==> src/rtl/i2cs_pkg.sv <==
package i2cs_pkg;

    typedef enum logic [2:0] {
        ST_IDLE,
        ST_ADDR,
        ST_RX,
        ST_ACK,
        ST_TX,
        ST_MACK
    } st_e;

    typedef struct packed {
        st_e         st;
        logic [3:0]  cnt;
        logic [7:0]  sh;
        logic [7:0]  hi;
        logic [7:0]  ptr;
        logic        rw;
        logic        need_reg;
        logic        half;
        logic        commit;
        logic        oe;
        logic        wen;
        logic [7:0]  waddr;
        logic [15:0] wdata;
    } ctl_s;

endpackage

==> src/rtl/i2cs_line_filter.sv <==
module i2cs_line_filter #(
    parameter int SYNC_STAGES = 2,
    parameter int FILT_LEN    = 4
) (
    input  logic clk,
    input  logic rst_n,
    input  logic raw,
    output logic filt
);
    localparam int CW = $clog2(FILT_LEN + 1);

    logic [SYNC_STAGES-1:0] sync_d, sync_q;
    logic [CW-1:0]          cnt_d, cnt_q;
    logic                   filt_d, filt_q;
    logic                   s_out;

    assign s_out = sync_q[SYNC_STAGES-1];

    always_comb begin
        sync_d = {sync_q[SYNC_STAGES-2:0], raw};
        filt_d = filt_q;
        cnt_d  = '0;
        if (s_out != filt_q) begin
            if (cnt_q == CW'(FILT_LEN - 1)) begin
                filt_d = s_out;
            end else begin
                cnt_d = cnt_q + CW'(1);
            end
        end
    end

    always_ff @(posedge clk or negedge rst_n) begin
        if (!rst_n) begin
            sync_q <= '1;
            cnt_q  <= '0;
            filt_q <= 1'b1;
        end else begin
            sync_q <= sync_d;
            cnt_q  <= cnt_d;
            filt_q <= filt_d;
        end
    end

    assign filt = filt_q;
endmodule

==> src/rtl/i2cs_bus_events.sv <==
module i2cs_bus_events (
    input  logic clk,
    input  logic rst_n,
    input  logic scl,
    input  logic sda,
    output logic scl_rise,
    output logic scl_fall,
    output logic start,
    output logic stop
);
    logic scl_q, sda_q;

    always_ff @(posedge clk or negedge rst_n) begin
        if (!rst_n) begin
            scl_q <= 1'b1;
            sda_q <= 1'b1;
        end else begin
            scl_q <= scl;
            sda_q <= sda;
        end
    end

    always_comb begin
        scl_rise = scl & ~scl_q;
        scl_fall = ~scl & scl_q;
        start    = scl & scl_q & sda_q & ~sda;
        stop     = scl & scl_q & ~sda_q & sda;
    end
endmodule

==> src/rtl/i2cs_reg16.sv <==
module i2cs_reg16 #(
    parameter logic [6:0] DEV_ADDR    = 7'b0011000,
    parameter int         SYNC_STAGES = 2,
    parameter int         FILT_LEN    = 4
) (
    input  logic        clk,
    input  logic        rst_n,
    input  logic        scl_i,
    input  logic        sda_i,
    output logic        sda_oe,
    output logic [7:0]  rd_addr,
    input  logic [15:0] rd_data,
    output logic        wr_en,
    output logic [7:0]  wr_addr,
    output logic [15:0] wr_data
);
    import i2cs_pkg::*;

    localparam int NLINES = 2;

    logic [NLINES-1:0] raw_lines, filt_lines;
    logic scl_f, sda_f;
    logic ev_rise, ev_fall, ev_start, ev_stop;

    assign raw_lines = {sda_i, scl_i};

    for (genvar g = 0; g < NLINES; g++) begin : g_line
        i2cs_line_filter #(
            .SYNC_STAGES(SYNC_STAGES),
            .FILT_LEN   (FILT_LEN)
        ) u_filt (
            .clk  (clk),
            .rst_n(rst_n),
            .raw  (raw_lines[g]),
            .filt (filt_lines[g])
        );
    end

    assign scl_f = filt_lines[0];
    assign sda_f = filt_lines[1];

    i2cs_bus_events u_ev (
        .clk     (clk),
        .rst_n   (rst_n),
        .scl     (scl_f),
        .sda     (sda_f),
        .scl_rise(ev_rise),
        .scl_fall(ev_fall),
        .start   (ev_start),
        .stop    (ev_stop)
    );

    ctl_s c_q, c_d;

    always_comb begin
        logic [7:0] tx;
        tx       = '0;
        c_d      = c_q;
        c_d.wen  = 1'b0;
        if (ev_start) begin
            c_d.st     = ST_ADDR;
            c_d.cnt    = '0;
            c_d.oe     = 1'b0;
            c_d.commit = 1'b0;
        end else if (ev_stop) begin
            c_d.st     = ST_IDLE;
            c_d.cnt    = '0;
            c_d.oe     = 1'b0;
            c_d.commit = 1'b0;
        end else begin
            case (c_q.st)
                ST_ADDR, ST_RX: begin
                    if (ev_rise && c_q.cnt < 4'd8) begin
                        c_d.sh  = {c_q.sh[6:0], sda_f};
                        c_d.cnt = c_q.cnt + 4'd1;
                    end else if (ev_fall && c_q.cnt == 4'd8) begin
                        c_d.cnt = '0;
                        c_d.st  = ST_ACK;
                        c_d.oe  = 1'b1;
                        if (c_q.st == ST_ADDR) begin
                            if (c_q.sh[7:1] == DEV_ADDR) begin
                                c_d.rw       = c_q.sh[0];
                                c_d.need_reg = ~c_q.sh[0];
                                c_d.half     = 1'b0;
                            end else begin
                                c_d.st = ST_IDLE;
                                c_d.oe = 1'b0;
                            end
                        end else if (c_q.need_reg) begin
                            c_d.ptr      = c_q.sh;
                            c_d.need_reg = 1'b0;
                            c_d.half     = 1'b0;
                        end else if (!c_q.half) begin
                            c_d.hi   = c_q.sh;
                            c_d.half = 1'b1;
                        end else begin
                            c_d.wdata  = {c_q.hi, c_q.sh};
                            c_d.half   = 1'b0;
                            c_d.commit = 1'b1;
                        end
                    end
                end
                ST_ACK: begin
                    if (ev_fall) begin
                        c_d.oe  = 1'b0;
                        c_d.cnt = '0;
                        if (c_q.rw) begin
                            c_d.sh   = rd_data[15:8];
                            c_d.oe   = ~rd_data[15];
                            c_d.half = 1'b0;
                            c_d.st   = ST_TX;
                        end else begin
                            c_d.st = ST_RX;
                            if (c_q.commit) begin
                                c_d.wen    = 1'b1;
                                c_d.waddr  = c_q.ptr;
                                c_d.ptr    = c_q.ptr + 8'd1;
                                c_d.commit = 1'b0;
                            end
                        end
                    end
                end
                ST_TX: begin
                    if (ev_fall) begin
                        if (c_q.cnt == 4'd7) begin
                            c_d.oe  = 1'b0;
                            c_d.cnt = '0;
                            c_d.st  = ST_MACK;
                        end else begin
                            c_d.sh  = {c_q.sh[6:0], 1'b0};
                            c_d.oe  = ~c_q.sh[6];
                            c_d.cnt = c_q.cnt + 4'd1;
                        end
                    end
                end
                ST_MACK: begin
                    if (ev_rise) begin
                        if (c_q.half) begin
                            c_d.ptr = c_q.ptr + 8'd1;
                        end
                        if (sda_f) begin
                            c_d.st = ST_IDLE;
                        end
                    end else if (ev_fall) begin
                        tx       = c_q.half ? rd_data[15:8] : rd_data[7:0];
                        c_d.sh   = tx;
                        c_d.oe   = ~tx[7];
                        c_d.half = ~c_q.half;
                        c_d.cnt  = '0;
                        c_d.st   = ST_TX;
                    end
                end
                default: ;
            endcase
        end
    end

    always_ff @(posedge clk or negedge rst_n) begin
        if (!rst_n) begin
            c_q <= '0;
        end else begin
            c_q <= c_d;
        end
    end

    assign sda_oe  = c_q.oe;
    assign rd_addr = c_q.ptr;
    assign wr_en   = c_q.wen;
    assign wr_addr = c_q.waddr;
    assign wr_data = c_q.wdata;
endmodule

==> config.mk <==
export PLATFORM = sky130hd
export DESIGN_NAME = i2cs_reg16
export DESIGN_NICKNAME = d
export VERILOG_FILES = /design/src/rtl/i2cs_pkg.sv /design/src/rtl/i2cs_line_filter.sv /design/src/rtl/i2cs_bus_events.sv /design/src/rtl/i2cs_reg16.sv
export SDC_FILE = /design/constraint.sdc
export NUM_CORES = 1
export LEC_CHECK = 0
export BUFFER_PORTS_ARGS = -buffer_cell sky130_fd_sc_hd__clkbuf_2
export CAP_MARGIN = 20
export CORE_UTILIZATION = 45
export CTS_BUF_LIST = sky130_fd_sc_hd__clkbuf_4
export DETAILED_ROUTE_END_ITERATION = 10
export GPL_TIMING_DRIVEN = 0
export PLACE_DENSITY_LB_ADDON = 0.08
export SETUP_SLACK_MARGIN = 0.4
export SLEW_MARGIN = 25
export SYNTH_ARGS = -nofsm -noshare
export SYNTH_HDL_FRONTEND = slang
export SYNTH_SLANG_ARGS = --single-unit
==> constraint.sdc <==
create_clock -name clk -period 3.39 [get_ports clk]
set_clock_uncertainty 0.2 [all_clocks]
set_input_delay 0.678 -clock clk [delete_from_list [all_inputs] [get_ports clk]]
set_output_delay 0.678 -clock clk [all_outputs]
set_load 0.03 [all_outputs]
Word level (Yosys, flattened, before mapping):

Index checks and enable logic that the tools add are counted.

* register bits after elaboration: 75
* bits of input ports: 20
* output and inout bits: 34
* logic and storage cells: 183

* $add $sub $neg: 4
* $lt $le $gt $ge: 1
* equal/unequal tests: 43
* mux-type cells: 71
* bitwise gates (word level): 22
* reductions and logical operators: 21

Operators with widths (number)
* $mux W16: 6
* $mux W8: 11
* $pmux W15 S4: 1
* $mux W25: 2
* $mux W15: 3
* $ne A4 B4 Y1 const B: 11
* $mux W3: 11
* $reduce_and A8 Y1: 4
* $ne A2 B2 Y1 const B: 15
* $mux W9: 3
* $mux W13: 2
* $mux W12: 2
* $pmux W8 S3: 1
* $mux W7: 3
* $reduce_and A10 Y1: 2
* $reduce_and A6 Y1: 3
* $mux W1: 17
* $not A1 Y1: 15
* $reduce_and A7 Y1: 2
* $eq A3 B2 Y1 const B: 4
* $reduce_and A12 Y1: 1
* $ne A5 B5 Y1 const B: 2
* $add A8 B1 Y8 const B: 1
* $mux W2: 4
* 23 further kinds: 36

Longest topological paths before layout:

Gate-level depths: netlist (run 1).

* word-level depth: 8
* depth in mapped cells: 9
* depth with buffers taken out: 7

Modules after synthesis:

From an unflattened synthesis (run 1), not the netlist that was laid out.

* cells, all modules: 383
* area, all modules: 4057.6 µm²

By module, submodules not included
* i2cs_reg16: times used 1, cells each 351, area an instance 3532.1 µm², sequential area each 1526.5 µm²
* i2cs_line_filter: times used 2, cells each 13, area an instance 220.2 µm², sequential area each 153.9 µm²
* i2cs_bus_events: times used 1, cells each 6, area an instance 85.1 µm², sequential area each 52.6 µm²

Worst setup path before layout (run 1):

No wires, ideal clock.

* kind: reg2reg
* from: reg u_ev.scl_q
* to: reg c_q, in the netlist wr_data[10]
* data arrival time: 2.117 ns
* path slack: 0.948 ns
* cell stages (with the launch flop): 8
* buffers on the path: 1
* period minus slack after synthesis: 2.442 ns
* cell sequence: dfstp_2 ha_1 and4b_1 nand3_1 or3b_4 nor2_8 buf_12 mux2_4

* cells in the longest elaborated chain, start to end: 5
* elaborated cells on any way between the ends: 14
* those cells by class: bitwise: 11; reduce/logical: 3

RTL lines
* from (decl): RTL line i2cs_bus_events.sv:11 `logic scl_q, sda_q;`
* from (signal assigned): RTL line i2cs_bus_events.sv:18 `scl_q <= scl;`
* $and A1 B1 Y1 or $not A1 Y1 (tied branches): RTL line i2cs_bus_events.sv:26, i2cs_bus_events.sv:27, i2cs_bus_events.sv:24
* $and A1 B1 Y1 (on tied branches): RTL line i2cs_bus_events.sv:27, i2cs_bus_events.sv:26, i2cs_bus_events.sv:24
* $and A1 B1 Y1, or another cell as far along: RTL line i2cs_bus_events.sv:27 `stop = scl & scl_q & ~sda_q & sda;`
* $not A1 Y1 (no source line)
* $reduce_and A8 Y1 (no source line) *
* to (signal assigned): RTL line i2cs_reg16.sv:160 `c_q <= '0;`
* to (signal assigned): RTL line i2cs_reg16.sv:162 `c_q <= c_d;`
* to (decl): RTL line i2cs_reg16.sv:53 `ctl_s c_q, c_d;`

Every way passes the cells marked *; elsewhere a longest branch is shown, timed or not.
A chain may end at the register's enable or synchronous reset.

Final worst setup path (run 1):

* from: reg u_ev.scl_q
* to: reg c_q, in the netlist wr_data[8]

Same word-level chain as after synthesis.

==> impl_results.md, run 1 <==
- CTS Buffer Depth: 2
- Fin crit share: 82.3%
- Die height: between 90 and 100 microns
- Met2 Wirelength: 4140 microns
- Combinational power share: 41.0%
- Die W: 96.8 microns
- Synth Flop Type: dfrtp_1
- Post-route DRC: 0
- Mapped Area: 0.00405 sq mm
- Setup violators final: 0
- Critical Path Sink Type: flip-flop
- NumNets Final: ~460
- Achievable clock frequency: 358 MHz
- TritonCTS clock tree: built
- Final non-filler cell total: 542
- Initial antenna violation count: 0
- Highest Signal Layer: met4
- Yosys top cell area share: 41.4%
- Cell Int Power: 1790 uW
- Clock Power Share: between 10% and 20%
- Net Sw Frac: roughly two fifths
- Detailed placement HPWL: 6120 microns
- CTS Sinks: 75
- H-tree depth: 3
- Min Tclk post-route: approximately 2.8 ns
- Critical path arrival: around 2.9 ns
- Synth Warn #: 0
- Pwr dens: roughly 660 mW/mm^2
- Min-delay worst type: in2async
- First DRT Iteration DRCs: about 170
- P&R area growth vs syn: 13.4%
- Gate Count Post-Synth: 366
- GRT Overall Usage: between 10% and 20%
- Vias: 2,977
- DR vias/cell: 5.49
- # IOs: 54
- Core Area: between 0.008 and 0.009 sq mm
- Global-route wire length before repair: 14,800 microns
- Cells after DPL: 527
- Crit Path Category: reg2reg
- Met3 wire length: about 380 microns
- Max transition margin: between 40% and 50%
- Final setup TNS: 0 ns
- Fin. Hold Viols: 0
- Status: finished, final reports clean
- Antenna-violating nets left: 0
- Worst-path fanout max: 10
- Initial core utilization: between 40% and 50%
- Register area: 0.00189 sq mm
- Drt pass-1 iters: 7
- Leakage dissipation: 0.00227 uW
- # Max-Cap Violations: 0
- Root buf cell: clkbuf_4
- Post-CTS Repair Setup Buffers: 0
- Net switching power: between 1000 and 1500 uW
- Critical path required time: around 3.5 ns
- Area leader, netlist: dfrtp_1
- Routed length per instance: around 16 microns
- Fillers: around 800
- Worst vdd ir: 0.356 mV
- Rows: 34
- Flop pwr share: 40.6%
- GPL Wtd Cong: 0.887
- WL met1: 4050 microns
- Fraction of the yosys area taken by sequential cells: 46.6%
- Resized cells post-CTS: 0
- Post-synthesis cell type count: 60
- Ys async rst share: 100%
- Port Buffer Count: 53
- CP startpoint kind: flip-flop
- Synth Area per Inst: 11.1 sq um
- Clock Latency Late Sink: 0.43 ns
- N_diodes: 0
- Worst Tran Pin Value: just under 0.8 ns
- Total gr overflow: 0
- Die footprint: 0.00937 sq mm
- Area of the multi-input gates: 0.00175 sq mm
- Largest net degree at the start of global routing: 76
- Clk slew on worst S/H paths: around 0.14 ns
- Dominant cells by area after synthesis: dfrtp_1, mux2_2, buf_4
- Final WL: about 8700 microns
- CTS Buf Count: 9
- Ratio of cells with drive above 1 in the final layout: between 30% and 40%
- Number of enable flip-flop cells after synthesis: 0
- Number of global-route vias before repair: slightly below 3,000
- FF+latch count, synth: 75
- Hold buffer count at cts: 0
- Unrepaired setup endpoints after global routing: false
- Pins Over Slew Limit: 0
- Syn nets: 394
==> final cells by class <==
class | count | share of cell area (%)
plain buffers | 50 | 7.67
clock buffers | 9 | 1.47
clock inverters | 6 | 1.42
inverters | 16 | 1.31
multi-input cells | 225 | 38.1
flip-flops and latches | 75 | 41.1
well taps | 108 | 2.95
repair buffers | 53 | 5.97
==> cell usage in the layout (no fill, tap or decap), drive strengths merged, types with 3 or more instances in the layout <==
master and count:
nor3 9, and3b 3, nand2 19, dfstp 8
mux2 36, a211oi 3, mux2i 9, a31oi 5
o22ai 3, a222oi 8, xnor2 3, nand2b 3
nor4 3, a21oi 16, clkinv 3, buf 47
nand3 8, nor2b 11, and3 4, dfrtp 67
o22a 3, clkbuf 65, inv 17, ha 8
nor2 19, o21ai 14
==> registers in the layout, indices dropped and copies added (netlist names) <==
signal and count:
c_q 27, wr_data 16, sda_oe 1, wr_addr 8
g_line.u_filt.cnt_q 6, g_line.u_filt.filt 2, u_ev.sda_q 1, wr_en 1
u_ev.scl_q 1, rd_addr 8, g_line.u_filt.sync_q 4
==> metal layers <==
layer,vias up,GRT usage (%)
met5,-,0
met4,0,5.51
met3,11,3.32
met2,75,31.5
met1,1473,27.6
li1,1418,-
==> critical path, cell delays in order, from the launching register on <==
cell and delay [ns]:
dfstp_2 0.56, ha_1 0.35, and4b_1 0.32, nand3_1 0.12, or3b_4 0.44, nor2_8 0.19, buf_12 0.18, mux2_4 0.30
==> logic make-up after synthesis <==
family / synth area share (%)
mux: 13.2
simple gates: 14.5
fa+ha+maj: 2.47
buf+inv: 10.2
flops: 46.6
compound gates: 12.2
xor+xnor: 0.866
==> power by group through the flow <==
stage / Sequential [uW] / Clock [uW] / Combinational (uW)
floorplan: 1190 / 0 / 940
global placement: 1240 / 0 / 1210
detailed placement: 1240 / 0 / 1220
CTS: 1220 / 572 / 1230
global route: 1250 / 604 / 1370
finish: 1220 / 552 / 1230
==> per-stage QoR <==
stage	util [%]	setup WS [ns]	total power [uW]	hold WS, ns	cell area, sq um
after detailed placement	51.1	0.611	2470	0.147	4450
after floorplan	-	0.948	2130	0.145	4050
after global routing	52.6	0.518	3230	0.0692	4590
final	52.6	0.599	3010	0.0269	4590
after CTS	52.6	0.593	3030	0.0529	4590
after global placement	51.0	0.652	2450	0.147	4450
==> cells in the mapped netlist (2+ instances only) <==
library cell,count
o21ai_1,3
a31oi_1,4
and4b_1,2
nor3_1,9
nor4_1,2
dfrtp_1,67
nor2b_1,11
o221a_2,2
clkbuf_1,3
o31ai_1,2
and2_1,2
and3_1,4
o22a_1,3
mux2_4,10
inv_1,16
or3_1,2
ha_1,8
buf_4,36
nand2b_1,3
nand4_1,2
a21oi_1,16
nor3b_1,2
a211oi_1,3
nand3_1,8
o21ai_0,11
xnor2_1,3
mux2i_1,9
a222oi_1,8
nand2_1,18
nor2_1,17
dfstp_2,8
a21o_1,2
buf_2,10
nor4b_1,2
nand4b_1,2
or4_1,2
o22ai_1,3
o211ai_1,2
and3b_1,3
mux2_2,26
==> path summary, 6_finish.rpt <==
kind / from / endpoint / slack [ns] / depth (start not counted)
worst max-delay path: u_ev.scl_q / wr_data[8] / 0.60 / 7
worst min-delay path: rst_n / wr_data[11] / 0.03 / 1
worst max register to register: u_ev.scl_q / wr_data[8] / 0.60 / 7
worst min register to register: g_line[1].u_filt.sync_q[0] / g_line[1].u_filt.sync_q[1] / 0.16 / 0
max in group asynchronous: rst_n / wr_data[8] / 2.50 / 1
min in group clk: scl_i / g_line[0].u_filt.sync_q[0] / 0.12 / 1
(Power assumes the default switching activity.)
==> run 2, diff against run 1 <==
Clock period 3.39 ns to 2.3 ns, I/O delays scaled along.
==> impl_results.md, run 2 (same netlist as run 1, synthesis figures left out) <==
- Status: finished, violations left
- Violated checks: negative setup slack
- Achievable clock frequency: 409 MHz (+14%)
- CTS Buffer Depth: 2 (unchanged)
- Vias: 3,102 (+4.2%)
- M1 GR Usage: 27.2% (-0.47 points)
- GPL Wtd Cong: 0.914 (+3.1%)
- Largest register FFs: 27 (unchanged)
- Antenna-violating nets left: 0 (unchanged)
- Post-layout util: 57.9% (+5.3 points)
- Most frequent cells in the layout: dfrtp_1, buf_4, clkbuf_2
- RR Startpoint: u_ev.scl_q
- Pins Over Slew Limit: 0 (unchanged)
- Drt pass-1 iters: 6 (-1)
- Final worst setup slack: -0.142 ns (-0.742 ns)
- Core Area: 0.00872 sq mm (unchanged)
- Final WL: 9090 microns (+4.8%)
- Net switching power: 1940 uW (+60%)
- TritonCTS clock tree: built
- CTS Buf Count: 9 (unchanged)
- Die W: 96.8 microns (unchanged)
- Placement Setup Slack: -0.310 ns (-0.920 ns)
- CP startpoint kind: flip-flop
- Root buf cell: clkbuf_4
- Total gr overflow: 0 (unchanged)
- Rows: 34 (unchanged)
- Post-route DRC: 0 (unchanged)
- Clock Latency Late Sink: 0.43 ns (about the same)
- Flop pwr share: 36.2% (-4.4 points)
- Placed instance area: 0.00451 sq mm (+1.3%)
- N_diodes: 0 (unchanged)
- Die footprint: 0.00937 sq mm (unchanged)
- Hold path startpoint: rd_data[2]
- Leakage dissipation: 0.00246 uW (+8.5%)
- Routed length per instance: 15.9 microns (-0.51%)
- Critical path required time: 2.41 ns (-1.08 ns)
- Initial antenna violation count: 0 (unchanged)
- # Max-Cap Violations: 0 (unchanged)
- Cell Int Power: 3000 uW (+68%)
- Crit Path Category: reg2reg
- Worst hold path depth: 3
- Clk slew on worst S/H paths: 0.12 ns (-0.02 ns)
- Grt met3 use: 4.99% (+1.7 points)
- Largest Register: c_q
- H-tree depth: 3 (unchanged)
- Critical path arrival: 2.55 ns (-0.35 ns)
- GRT Overall Usage: 20.3% (+0.63 points)
- Fin crit share: 106% (+24 points)
- Hold_ws: 0.127 ns (+0.100 ns)
- Min Tclk post-route: 2.44 ns (-0.348 ns)
- Unrepaired setup endpoints after global routing: true
- CP max stage cell: dfstp_2
- R2R cell count: 7 (unchanged)
- Combinational power share: 45.3% (+4.3 points)
- # IOs: 54 (unchanged)
- Setup violators final: 39 (+39)
- Ratio of cells with drive above 1 in the final layout: 47.3% (+8.6 points)
- CTS Sinks: 75 (unchanged)
- DR vias/cell: 5.43 (-1.1%)
- Detailed placement HPWL: 6050 microns (-1.2%)
- Crit-path max cell delay: 0.57 ns (about the same)
- Fin. Hold Viols: 0 (unchanged)
- Number of global-route vias before repair: 3,016 (+3.3%)
- Worst-path cell chain: ha_4 -> and4b_2 -> nand3_2 -> or3b_4 -> nor2_8 -> buf_12 -> mux2_4
- Largest net degree at the start of global routing: 50 (-34%)
- Worst vdd ir: 0.840 mV (+140%)
- Worst-path fanout max: 10 (unchanged)
- Worst flop-to-flop path endpoint: wr_data[8]
- Net Sw Frac: 39.3% (-1.2 points)
- Min-delay worst type: in2reg
- Critical Path Sink Type: flip-flop
- Hold Path End: c_q[48]
- Most common cell after layout, fill and taps aside: dfrtp_1
- R2R Setup Slk: -0.14 ns (-0.74 ns)
- Pwr dens: 978 mW/mm^2 (+49%)
- P&R area growth vs syn: 24.8%
- Met2 usage: 32.1% (+0.60 points)
- Design Area, Final: 0.00505 sq mm (+10%)
- Initial core utilization: 46.4% (unchanged)
- Port Buffer Count: 53 (unchanged)
- Worst Tran Pin Value: 0.690 ns (-0.0856 ns)
- Clock Power Share: 18.6% (+0.2 points)
- Global-route wire length before repair: 15,200 microns (+2.5%)
- Final non-filler cell total: 571 (+5.4%)
- Die height: 96.8 microns (unchanged)
- NumNets Final: 487 (+6.3%)
- Max transition margin: 53.9% (+6.0 points)
- First DRT Iteration DRCs: 155 (-11%)
- Cells after DPL: 528 (+0.19%)
- Fillers: 762 (-5.2%)
- GRT Max-Usage Layer: met2
[run 2: cell count changes in the layout (fill, tap and decap cells not counted), sizes merged]
cell	change
buf	+27
bufinv	+1
clkbuf	-1
clkinv	-1
dlygate4sd3	+3
[run 2: worst max-delay path by stage]
| stage | from | end | slack [ns] | cells after the start |
|---|---|---|---|---|
| after floorplan | u_ev.scl_q | wr_data[10] | -0.09 | 7 |
| after global placement | u_ev.scl_q | wr_data[8] | -0.29 | 7 |
| after detailed placement | u_ev.scl_q | wr_data[15] | -0.31 | 7 |
| after CTS | u_ev.scl_q | wr_data[8] | -0.14 | 7 |
| after global routing | g_line[0].u_filt.filt | c_q[55] | -0.19 | 9 |
| final | u_ev.scl_q | wr_data[8] | -0.14 | 7 |
[run 2: stage by stage]
| stage | total power [uW] | setup TNS (ns) |
|---|---|---|
| 2_1_floorplan | 3190 | -0.910 |
| 3_3_place_gp | 3660 | -15.43 |
| 3_5_place_dp | 3690 | -6.85 |
| 4_1_cts | 4800 | -2.70 |
| 5_1_grt | 5250 | -6.10 |
| 6_report | 4940 | -3.19 |
[run 2: final cells by class]
| class | instances | area, sq um | share of cell area, % |
|---|---|---|---|
| plain buffers | 50 | 370 | 7.33 |
| multi-input cells | 225 | 1890 | 37.4 |
| clock buffers | 9 | 67.6 | 1.34 |
| inverters | 16 | 60.1 | 1.19 |
| repair buffers | 82 | 548 | 10.9 |
| flip-flops and latches | 75 | 1890 | 37.5 |
| well taps | 108 | 135 | 2.68 |
| clock inverters | 6 | 90.1 | 1.78 |
[run 2: per-layer routing]
| layer | vias to the layer above | routed length, microns |
|---|---|---|
| met4 | 0 | 206 |
| met1 | 1529 | 4130 |
| met3 | 18 | 330 |
| met2 | 80 | 4420 |
| met5 | - | 0 |
| li1 | 1475 | - |
[run 2: power groups by stage]
stage	clock network, uW	registers, uW	logic (uW)
after detailed placement	0	1830	1860
after global placement	0	1830	1840
after CTS	953	1800	2040
after floorplan	0	1760	1430
final	917	1790	2240
after global routing	1000	1830	2420
[run 2: timing repair]
action,CTS,global route
setup buffers,16,9
gates resized for setup,21,19
setup endpoints to repair,62,67
pin swaps,8,7
hold endpoints to repair,28,0
hold buffers,3,0
[run 2: worst max-delay path: cells and delay by family (launching register included)]
family	cells	cell delay (ns)
flip-flops	1	0.57
AND/OR/NAND/NOR	4	0.94
adder cells (fa/ha/maj)	1	0.15
buffers and inverters	1	0.16
multiplexers	1	0.30
==> run 3, diff against run 2 <==
==> constraint.sdc (replaced) <==
create_clock -name clk -period 2.3 [get_ports clk]
set_clock_uncertainty 0.2 [all_clocks]
set_input_delay 0.23 -clock clk [delete_from_list [all_inputs] [get_ports clk]]
set_output_delay 0.23 -clock clk [all_outputs]
set_load 0.03 [all_outputs]
==> impl_results.md, run 3 (same netlist as run 1, synthesis figures left out) <==
- Status: finished, violations left
- Violated checks: negative setup slack
- Fillers: 748 (-1.8%)
- Placement Setup Slack: -0.310 ns (unchanged)
- Fin crit share: 106% (about the same)
- Global-route wire length before repair: 15,600 microns (+2.7%)
- Ratio of cells with drive above 1 in the final layout: 44.3% (-3.0 points)
- Largest net degree at the start of global routing: 50 (unchanged)
- Most frequent cells in the layout: dfrtp_1, buf_4, clkbuf_2
- Vias: 3,155 (+1.7%)
- NumNets Final: 498 (+2.3%)
- DR vias/cell: 5.42 (-0.21%)
- Worst vdd ir: 0.831 mV (-1.1%)
- CTS Buffer Depth: 2 (unchanged)
- CTS Sinks: 75 (unchanged)
- # IOs: 54 (unchanged)
- Worst-path fanout max: 10 (unchanged)
- R2R Setup Slk: -0.14 ns (about the same)
- Crit Path Category: reg2reg
- Max transition margin: 52.8% (-1.1 points)
- Worst-path cell chain: ha_4 -> and4b_2 -> nand3_2 -> or3b_4 -> nor2_8 -> buf_12 -> mux2_4
- Initial core utilization: 46.4% (unchanged)
- Highest Signal Layer: met4
- Antenna-violating nets left: 0 (unchanged)
- Die footprint: 0.00937 sq mm (unchanged)
- Root buf cell: clkbuf_4
- Total gr overflow: 0 (unchanged)
- Crit-path max cell delay: 0.57 ns (about the same)
- TritonCTS clock tree: built
- Final WL: 9230 microns (+1.5%)
- Rows: 34 (unchanged)
- H-tree depth: 3 (unchanged)
- RR Startpoint: u_ev.scl_q
- Routed length per instance: 15.9 microns (-0.40%)
- CTS Buf Count: 9 (unchanged)
- Fin. Hold Viols: 0 (unchanged)
- Final worst setup slack: -0.144 ns (-0.00103 ns)
- P&R area growth vs syn: 27.7%
- Largest Register: c_q
- CP max stage cell: dfstp_2
- Critical path arrival: 2.54 ns (about the same)
- Unrepaired setup endpoints after global routing: true
- Critical Path Sink Type: flip-flop
- First DRT Iteration DRCs: 147 (-5.2%)
- Drt pass-1 iters: 6 (unchanged)
- Detailed placement HPWL: 6050 microns (unchanged)
- Met2 Wirelength: 4530 microns (+2.4%)
- Pwr dens: 950 mW/mm^2 (-2.9%)
- Post-layout util: 59.2% (+1.3 points)
- WL met1: 4090 microns (-1.1%)
- Achievable clock frequency: 409 MHz (about the same)
- GRT Overall Usage: 20.9% (+0.58 points)
- Min Tclk post-route: 2.44 ns (+0.00103 ns)
- CP startpoint kind: flip-flop
- Most common cell after layout, fill and taps aside: dfrtp_1
- Setup violators final: 42 (+7.7%)
- Leakage dissipation: 0.00251 uW (+1.8%)
- Worst flop-to-flop path endpoint: wr_data[8]
- Clock Latency Late Sink: 0.42 ns (about the same)
- Port Buffer Count: 53 (unchanged)
- Hold_ws: 0.0774 ns (-0.0500 ns)
- Die W: 96.8 microns (unchanged)
- Worst Tran Pin Value: 0.706 ns (+0.0164 ns)
- Min-delay worst type: in2async
- Post-route DRC: 0 (unchanged)
- Number of global-route vias before repair: 3,110 (+3.1%)
- GPL Wtd Cong: 0.914 (unchanged)
- # Max-Cap Violations: 0 (unchanged)
- Critical path required time: 2.40 ns (about the same)
- Largest register FFs: 27 (unchanged)
- N_diodes: 0 (unchanged)
- R2R cell count: 7 (unchanged)
- Met3 wire length: 440 microns (+33%)
- Clk slew on worst S/H paths: 0.12 ns (about the same)
- Pins Over Slew Limit: 0 (unchanged)
- Die height: 96.8 microns (unchanged)
- Initial antenna violation count: 0 (unchanged)
- Core Area: 0.00872 sq mm (unchanged)
[run 3: changes by cell type in the layout (fill, tap and decap cells not counted), sizes merged]
cell         previous run  this run
buf                    74        67
clkbuf                 64        66
dlygate4sd3             3        19
[run 3: stage by stage]
step,std cells,setup TNS [ns],cell area (sq um),total power (uW)
finish,582,-2.92,5160,4910
global route,582,-6.09,5160,5220
detailed placement,528,-6.85,4510,3690
global placement,527,-6.48,4480,3660
CTS,578,-2.69,5080,4820
floorplan,366,-0.910,4080,3190
[run 3: how the worst max path moves through the flow]
stage          slack (ns)                  start     endpoint  depth (start not counted)
6_report            -0.14             u_ev.scl_q   wr_data[8]                          7
3_3_place_gp        -0.29             u_ev.scl_q   wr_data[8]                          7
4_1_cts             -0.14             u_ev.scl_q   wr_data[8]                          7
3_5_place_dp        -0.31             u_ev.scl_q  wr_data[15]                          7
2_1_floorplan       -0.09             u_ev.scl_q  wr_data[10]                          7
5_1_grt             -0.19  g_line[0].u_filt.filt      c_q[55]                          9
[run 3: what timing repair did]
action / in CTS / in global routing
gates resized for setup: 19 / 13
gates cloned: 0 / 0
setup endpoints to repair: 60 / 61
pin swaps: 8 / 7
hold buffers: 19 / 0
setup buffers: 16 / 4
hold endpoints to repair: 77 / 0
[run 3: worst max-delay path: cells and delay by family (launching register included)]
family / cells / cell delay, ns
AND/OR/NAND/NOR: 4 / 0.94
flip-flops: 1 / 0.57
multiplexers: 1 / 0.30
buffers and inverters: 1 / 0.16
adder cells (fa/ha/maj): 1 / 0.15
[run 3: where the power goes]
part / total (uW) / internal, uW / switching (uW)
registers: 1800 / 1560 / 240
logic: 2190 / 983 / 1210
clock network: 915 / 439 / 476
[run 3: metal layers]
metal | global-route usage (%) | vias to the layer above
met4 | 8.04 | 0
met5 | 0 | -
met3 | 4.84 | 13
met2 | 33.1 | 102
met1 | 27.9 | 1545
li1 | - | 1495
[run 3: cell type report]
class | instances | area (sq um) | area share [%]
Timing Repair Buffer | 93 | 668 | 12.9
Tap cell | 108 | 135 | 2.62
Sequential cell | 75 | 1890 | 36.5
Clock buffer | 9 | 67.6 | 1.31
Clock inverter | 6 | 90.1 | 1.74
Buffer | 50 | 370 | 7.17
Inverter | 16 | 60.1 | 1.16
Multi-Input combinational cell | 225 | 1890 | 36.5
